[config.mk]
export PLATFORM = sky130hd
export DESIGN_NAME = trap_entry_unit
export DESIGN_NICKNAME = d
export VERILOG_FILES = /design/src/rtl/trap_entry_pkg.sv /design/src/rtl/trap_entry_ctrl.sv /design/src/rtl/trap_entry_dpath.sv /design/src/rtl/trap_entry_unit.sv
export SDC_FILE = /design/constraint.sdc
export NUM_CORES = 1
export LEC_CHECK = 0
export ABC_AREA = 1
export BUFFER_PORTS_ARGS = -buffer_cell sky130_fd_sc_hd__clkbuf_2
export CORE_MARGIN = 2
export CORE_UTILIZATION = 50
export CTS_CLUSTER_DIAMETER = 40
export DETAILED_ROUTE_END_ITERATION = 10
export GPL_TIMING_DRIVEN = 0
export PLACE_DENSITY = 0.87
export SKIP_CTS_REPAIR_TIMING = 1
export SYNTH_ARGS = -nofsm -noshare
export SYNTH_HDL_FRONTEND = slang
export SYNTH_SLANG_ARGS = --single-unit
[constraint.sdc]
create_clock -name clk -period 3.65 [get_ports clk]
set_clock_uncertainty 0.2 [all_clocks]
set_input_delay 0.5475 -clock clk [delete_from_list [all_inputs] [get_ports clk]]
set_output_delay 0.5475 -clock clk [all_outputs]
set_load 0.02 [all_outputs]
[src/rtl/trap_entry_pkg.sv]
package trap_entry_pkg;
  localparam int TT_W  = 8;
  localparam int IDX_W = 5;

  localparam logic [TT_W-1:0]  TT_WIN_OVF  = 8'h05;
  localparam logic [TT_W-1:0]  TT_WIN_UNF  = 8'h06;
  localparam logic [TT_W-1:0]  TT_IRQ_BASE = 8'h10;
  localparam logic [IDX_W-1:0] PC_SLOT     = 5'd17;
  localparam logic [IDX_W-1:0] NPC_SLOT    = 5'd18;

  // strobes from the sequencer to the state datapath
  typedef struct packed {
    logic            ldState;
    logic            latchType;
    logic            rotate;
    logic            savePc;
    logic            saveNpc;
    logic            vector;
    logic            winSave;
    logic            winRestore;
    logic [TT_W-1:0] trapType;
  } strobe_t;
endpackage

[src/rtl/trap_entry_ctrl.sv]
module trap_entry_ctrl
  import trap_entry_pkg::*;
(
  input  logic            clk,
  input  logic            rstN,
  input  logic [3:0]      irqLevel,
  input  logic [3:0]      pilLevel,
  input  logic            trapReq,
  input  logic [TT_W-1:0] trapType,
  input  logic            winSaveReq,
  input  logic            winRestoreReq,
  input  logic            ctlWrEn,
  input  logic            etCur,
  input  logic            saveFault,
  input  logic            restoreFault,
  output strobe_t         strb,
  output logic            busy,
  output logic            errorMode
);
  typedef enum logic [2:0] {ST_IDLE, ST_ROT, ST_SPC, ST_SNPC, ST_VEC, ST_ERR} state_t;
  state_t st, stNext;

  logic            irqOk;
  logic            takeTrap;
  logic [TT_W-1:0] selType;

  assign irqOk = (irqLevel != 4'h0) && etCur &&
                 ((irqLevel == 4'hF) || (irqLevel > pilLevel));

  always_comb begin
    strb     = '0;
    stNext   = st;
    takeTrap = 1'b0;
    selType  = '0;
    case (st)
      ST_IDLE: begin
        if (ctlWrEn) begin
          strb.ldState = 1'b1;
        end else if (trapReq) begin
          takeTrap = 1'b1;
          selType  = trapType;
        end else if (winSaveReq) begin
          if (saveFault) begin
            takeTrap = 1'b1;
            selType  = TT_WIN_OVF;
          end else begin
            strb.winSave = 1'b1;
          end
        end else if (winRestoreReq) begin
          if (restoreFault) begin
            takeTrap = 1'b1;
            selType  = TT_WIN_UNF;
          end else begin
            strb.winRestore = 1'b1;
          end
        end else if (irqOk) begin
          takeTrap = 1'b1;
          selType  = TT_IRQ_BASE + {4'h0, irqLevel};
        end
        strb.trapType = selType;
        if (takeTrap) begin
          if (etCur) begin
            strb.latchType = 1'b1;
            stNext         = ST_ROT;
          end else begin
            stNext = ST_ERR;
          end
        end
      end
      ST_ROT:  begin strb.rotate  = 1'b1; stNext = ST_SPC;  end
      ST_SPC:  begin strb.savePc  = 1'b1; stNext = ST_SNPC; end
      ST_SNPC: begin strb.saveNpc = 1'b1; stNext = ST_VEC;  end
      ST_VEC:  begin strb.vector  = 1'b1; stNext = ST_IDLE; end
      default: stNext = ST_ERR;
    endcase
  end

  always_ff @(posedge clk) begin
    if (!rstN) st <= ST_IDLE;
    else       st <= stNext;
  end

  assign busy      = (st == ST_ROT) || (st == ST_SPC) || (st == ST_SNPC) || (st == ST_VEC);
  assign errorMode = (st == ST_ERR);

  // error mode is left only through reset
  p_err_sticky_r4: assert property (@(posedge clk) disable iff (!rstN)
    errorMode |=> errorMode) else $error("error mode released");
endmodule

[src/rtl/trap_entry_dpath.sv]
module trap_entry_dpath
  import trap_entry_pkg::*;
#(
  parameter int XLEN = 32,
  parameter int NWIN = 8,
  localparam int CWP_W  = $clog2(NWIN),
  localparam int BASE_W = XLEN - 12
)(
  input  logic              clk,
  input  logic              rstN,
  input  strobe_t           strb,
  input  logic [NWIN-1:0]   wimMask,
  input  logic              svEnable,
  input  logic [CWP_W-1:0]  ctlCwp,
  input  logic              ctlEt,
  input  logic              ctlS,
  input  logic              ctlPs,
  input  logic [BASE_W-1:0] ctlTbrBase,
  input  logic [XLEN-1:0]   ctlPc,
  input  logic [XLEN-1:0]   ctlNpc,
  output logic              saveFault,
  output logic              restoreFault,
  output logic              regWrEn,
  output logic [CWP_W-1:0]  regWrWin,
  output logic [IDX_W-1:0]  regWrIdx,
  output logic [XLEN-1:0]   regWrData,
  output logic [XLEN-1:0]   pcOut,
  output logic [XLEN-1:0]   npcOut,
  output logic [XLEN-1:0]   tbrOut,
  output logic [CWP_W-1:0]  cwpOut,
  output logic              etOut,
  output logic              sOut,
  output logic              psOut
);
  logic [CWP_W-1:0]  cwp, cwpDn, cwpUp;
  logic              et, sup, prevSup;
  logic [BASE_W-1:0] tbrBase;
  logic [TT_W-1:0]   ttReg;
  logic [XLEN-1:0]   pc, npc, vecAddr;

  assign cwpDn        = cwp - CWP_W'(1);
  assign cwpUp        = cwp + CWP_W'(1);
  assign saveFault    = wimMask[cwpDn];
  assign restoreFault = wimMask[cwpUp];

  assign tbrOut  = {tbrBase, ttReg, 4'h0};
  assign vecAddr = svEnable ? {tbrBase, 12'h000} : tbrOut;

  always_ff @(posedge clk) begin
    if (!rstN) begin
      cwp     <= '0;
      et      <= 1'b0;
      sup     <= 1'b1;
      prevSup <= 1'b0;
      tbrBase <= '0;
      ttReg   <= '0;
      pc      <= '0;
      npc     <= XLEN'(4);
    end else begin
      if (strb.ldState) begin
        cwp     <= ctlCwp;
        et      <= ctlEt;
        sup     <= ctlS;
        prevSup <= ctlPs;
        tbrBase <= ctlTbrBase;
        pc      <= ctlPc;
        npc     <= ctlNpc;
      end
      if (strb.latchType) ttReg <= strb.trapType;
      if (strb.rotate) begin
        cwp     <= cwpDn;
        et      <= 1'b0;
        prevSup <= sup;
        sup     <= 1'b1;
      end
      if (strb.winSave)    cwp <= cwpDn;
      if (strb.winRestore) cwp <= cwpUp;
      if (strb.vector) begin
        pc  <= vecAddr;
        npc <= vecAddr + XLEN'(4);
      end
    end
  end

  assign regWrEn   = strb.savePc | strb.saveNpc;
  assign regWrWin  = cwp;
  assign regWrIdx  = strb.savePc ? PC_SLOT : NPC_SLOT;
  assign regWrData = strb.savePc ? pc : npc;

  assign pcOut   = pc;
  assign npcOut  = npc;
  assign cwpOut  = cwp;
  assign etOut   = et;
  assign sOut    = sup;
  assign psOut   = prevSup;

  // the first save of a sequence targets the PC slot
  p_first_slot_r7: assert property (@(posedge clk) disable iff (!rstN)
    $rose(regWrEn) |-> (regWrIdx == PC_SLOT)) else $error("first save not PC slot");
  // the saves go to the window one below the one before rotation
  p_cwp_step_r7: assert property (@(posedge clk) disable iff (!rstN)
    $rose(regWrEn) |-> (regWrWin == $past(cwp) - CWP_W'(1))) else $error("window not rotated");
endmodule

[src/rtl/trap_entry_unit.sv]
module trap_entry_unit
  import trap_entry_pkg::*;
#(
  parameter int XLEN = 32,
  parameter int NWIN = 8,
  localparam int CWP_W  = $clog2(NWIN),
  localparam int BASE_W = XLEN - 12
)(
  input  logic              clk,
  input  logic              rstN,
  input  logic [3:0]        irqLevel,
  input  logic [3:0]        pilLevel,
  input  logic              trapReq,
  input  logic [7:0]        trapType,
  input  logic              winSaveReq,
  input  logic              winRestoreReq,
  input  logic [NWIN-1:0]   wimMask,
  input  logic              svEnable,
  input  logic              ctlWrEn,
  input  logic [CWP_W-1:0]  ctlCwp,
  input  logic              ctlEt,
  input  logic              ctlS,
  input  logic              ctlPs,
  input  logic [BASE_W-1:0] ctlTbrBase,
  input  logic [XLEN-1:0]   ctlPc,
  input  logic [XLEN-1:0]   ctlNpc,
  output logic              regWrEn,
  output logic [CWP_W-1:0]  regWrWin,
  output logic [4:0]        regWrIdx,
  output logic [XLEN-1:0]   regWrData,
  output logic [XLEN-1:0]   pcOut,
  output logic [XLEN-1:0]   npcOut,
  output logic [XLEN-1:0]   tbrOut,
  output logic [CWP_W-1:0]  cwpOut,
  output logic              etOut,
  output logic              sOut,
  output logic              psOut,
  output logic              busy,
  output logic              errorMode
);
  strobe_t strb;
  logic    saveFault, restoreFault;

  trap_entry_ctrl u_ctrl (
    .clk(clk), .rstN(rstN), .irqLevel(irqLevel), .pilLevel(pilLevel),
    .trapReq(trapReq), .trapType(trapType), .winSaveReq(winSaveReq),
    .winRestoreReq(winRestoreReq), .ctlWrEn(ctlWrEn), .etCur(etOut),
    .saveFault(saveFault), .restoreFault(restoreFault), .strb(strb),
    .busy(busy), .errorMode(errorMode)
  );

  trap_entry_dpath #(.XLEN(XLEN), .NWIN(NWIN)) u_dpath (
    .clk(clk), .rstN(rstN), .strb(strb), .wimMask(wimMask), .svEnable(svEnable),
    .ctlCwp(ctlCwp), .ctlEt(ctlEt), .ctlS(ctlS), .ctlPs(ctlPs),
    .ctlTbrBase(ctlTbrBase), .ctlPc(ctlPc), .ctlNpc(ctlNpc),
    .saveFault(saveFault), .restoreFault(restoreFault),
    .regWrEn(regWrEn), .regWrWin(regWrWin), .regWrIdx(regWrIdx), .regWrData(regWrData),
    .pcOut(pcOut), .npcOut(npcOut), .tbrOut(tbrOut), .cwpOut(cwpOut),
    .etOut(etOut), .sOut(sOut), .psOut(psOut)
  );

  // register writes only happen inside the busy window
  p_wr_in_busy_r10: assert property (@(posedge clk) disable iff (!rstN)
    regWrEn |-> busy) else $error("write outside busy");
  // the vectored pair is consecutive
  p_vec_pair_r8: assert property (@(posedge clk) disable iff (!rstN)
    $fell(busy) |-> (npcOut == pcOut + XLEN'(4))) else $error("nPC not PC+4");
  // single-vector target is 4 KiB aligned
  p_vec_align_r8: assert property (@(posedge clk) disable iff (!rstN)
    ($fell(busy) && $past(svEnable)) |-> (pcOut[11:0] == 12'h000)) else $error("single vector misaligned");
  // state frozen in error mode
  p_err_frozen_r4: assert property (@(posedge clk) disable iff (!rstN)
    errorMode |=> ($stable(cwpOut) && $stable(pcOut) && $stable(etOut))) else $error("state moved in error mode");
endmodule

==> impl_metrics.json <==
{
  "outcome": "completed",
  "fin_tns_setup_ns": 0,
  "die_area_um2": 11310,
  "cts_tree": "done",
  "h-tree-depth": 3,
  "holdCritPathClass": "input port to flip-flop",
  "peakVddDrop_v": 0.0004281,
  "grt.overflow.total": 0,
  "grt_max_degree": 17,
  "drc": 0,
  "cts_buffer_depth": 2,
  "start_util": 0.5122,
  "cts-root-buf": "clkbuf_8",
  "synth_area_leaders": "dfxtp_1 (39%), nand2_1 (19%), inv_1 (6.8%)",
  "grt_usage": 0.3116,
  "slew_viol_final": 0,
  "hpwl_mm": 13.88,
  "antenna_found_initial": 0,
  "rows": 37,
  "die_x_um": 106.4,
  "first_iter_violations": 368,
  "rsz0062_at_grt": "no",
  "synth-edff-count": 0,
  "grt_pass1_vias": 5619,
  "synth_area_per_cell_um2": 6.461,
  "yosysSeqAreaShare": 0.3859,
  "dp_slack_ns": 1.197,
  "first_pass_iters": 5,
  "max_slew_margin": 0.6011,
  "synth_warnings": 0,
  "viasPerCell": 5.049,
  "finalWirelength_mm": 17.84,
  "grt_pass1_wl_mm": 27.51,
  "fin_nets": 1212,
  "ys_seq_elements": 101,
  "period_share": 0.7793,
  "worstSetupStartpointType": "flip-flop",
  "area_growth_syn_to_layout_pct": 32.28,
  "powerDensity_nw_per_um2": 798.4,
  "cts_buffers": 9,
  "finalPower_mw": 5.534,
  "antenna_left": 0,
  "routedWlPerCell_um": 14.56,
  "path_class": "flip-flop to output port",
  "fin_ws_ns": 0.8055,
  "synthArstFlopShare": 0,
  "die_h_um": 106.4,
  "syn-instance-count": 811,
  "core_um2": 10230,
  "worstPathMaxFanout": 10,
  "place.gp.congestion": 0.9125,
  "netlist_area_um2": 5240,
  "cp.required_ns": 2.90,
  "max_freq_ghz": 0.3516,
  "end_kind": "output port",
  "p_leak_nw": 3.809,
  "clk_latency_ns": 0.37,
  "num_vias": 6185,
  "hold_ws_ns": 0.1870,
  "drive_above_1_share": 0.3067,
  "crit_arrival_ns": 2.10,
  "io_pins": 266,
  "fin_crit_ns": 2.845,
  "synth_top_area_share": 0.3859,
  "nFillCells": 1007,
  "final_area_um2": 6932,
  "io_buffers": 258,
  "maxCapViolCount": 0,
  "netlist.top_cell.by_area": "dfxtp_1",
  "clock_sinks": 101,
  "tightest_slew_ns": 0.5983,
  "diodes": 0,
  "setup_viol": 0,
  "ys.flop_type": "dfxtp_1",
  "hold_viol_final": 0,
  "synth_cell_type_count": 32,
  "placed_area_um2": 6720,
  "clkTransAtPathRegs_ns": 0.09
}
## layout make-up
cell class	count	area, µm²	area share
multi-input combinational	559	2570	0.3708
sequential	101	2022	0.2917
timing repair buffer	258	1291	0.1863
inverter	104	390.4	0.05632
buffer	52	276.5	0.03989
tap	136	170.2	0.02455
clock buffer	10	127.6	0.01841
clock inverter	5	83.83	0.01209
## cells by family after synthesis
group	after synthesis	share of synthesized area
and+or+nand+nor	405	0.3286
xor gates and xnor gates	2	0.003343
adders and majority gates	6	0.01433
AOI/OAI and AO/OA	139	0.1392
buffers and inverters	156	0.1273
DFF	101	0.3859
other	2	0.001433
## worst paths after layout
kind                            start                  end  slack (ns)  cells after the start
hold reg to reg   u_dpath.tbrBase[16]  u_dpath.tbrBase[16]        0.28                      2
setup reg to reg    u_dpath.cwpOut[0]     u_dpath.ttReg[2]        1.23                     12
hold / removal                   ctlS         u_dpath.sOut        0.19                      3
setup / recovery         u_ctrl.st[1]         regWrData[3]        0.81                      8
## state kept, by name (all words and copies together) (netlist names)
register / count
u_dpath.npcOut: 32
u_ctrl.st: 3
u_dpath.sOut: 1
u_dpath.psOut: 1
u_dpath.pcOut: 32
u_dpath.ttReg: 8
u_dpath.cwpOut: 3
u_dpath.etOut: 1
u_dpath.tbrBase: 20
## power by group
| part | internal [mW] | total (mW) | switching, mW |
|---|---|---|---|
| clock network | 0.386 | 0.780 | 0.395 |
| logic | 0.958 | 3.04 | 2.08 |
| registers | 1.44 | 1.72 | 0.277 |
## synth_stat cells, types with 2 or more instances
master,n
clkbuf_1,18
inv_1,95
nor2_1,53
a21oi_1,53
nor2_4,2
o21ai_1,2
o21ai_0,58
nand4_1,3
nand3_2,3
ha_1,6
buf_2,17
nand2_2,10
buf_4,14
nor3_1,2
a31oi_1,24
dfxtp_1,101
nand3_1,65
nor2_2,3
conb_1,2
nand2_1,260
buf_1,2
inv_2,8
## worst max-delay path, stage by stage (launching register included)
cell	delay, ns
dfxtp_1	0.40
inv_1	0.07
nor2_1	0.13
nand2_1	0.25
inv_1	0.27
buf_2	0.28
nand2_1	0.07
nand2_1	0.09
clkbuf_2	0.17
## layer usage
layer | track usage | vias up | wire length, µm
li1 | - | 3090 | -
met1 | 0.3719 | 2724 | 7121
met2 | 0.5412 | 331 | 8528
met3 | 0.05518 | 40 | 1565
met4 | 0.1457 | 0 | 620
met5 | 0 | - | 0
## metrics by stage
| step | util | std cells |
|---|---|---|
| floorplan | - | 816 |
| global placement | 0.6568 | 1210 |
| detailed placement | 0.6568 | 1210 |
| CTS | 0.6775 | 1225 |
| global route | 0.6775 | 1225 |
| finish | 0.6775 | 1225 |
## cell usage in the layout (no fill, tap or decap), types with 3 or more instances in the layout
cell type	count
ha_1	6
nand2_1	260
inv_1	95
inv_2	8
nor2_2	3
buf_2	17
clkbuf_1	19
o21ai_0	58
buf_4	14
clkbuf_2	258
nand2_2	10
a21oi_1	53
nand4_1	3
a31oi_1	24
nand3_1	65
dfxtp_1	101
clkbuf_8	9
conb_1	7
nand3_2	3
nor2_1	53
Note: power is estimated with default switching activity, not from simulation.
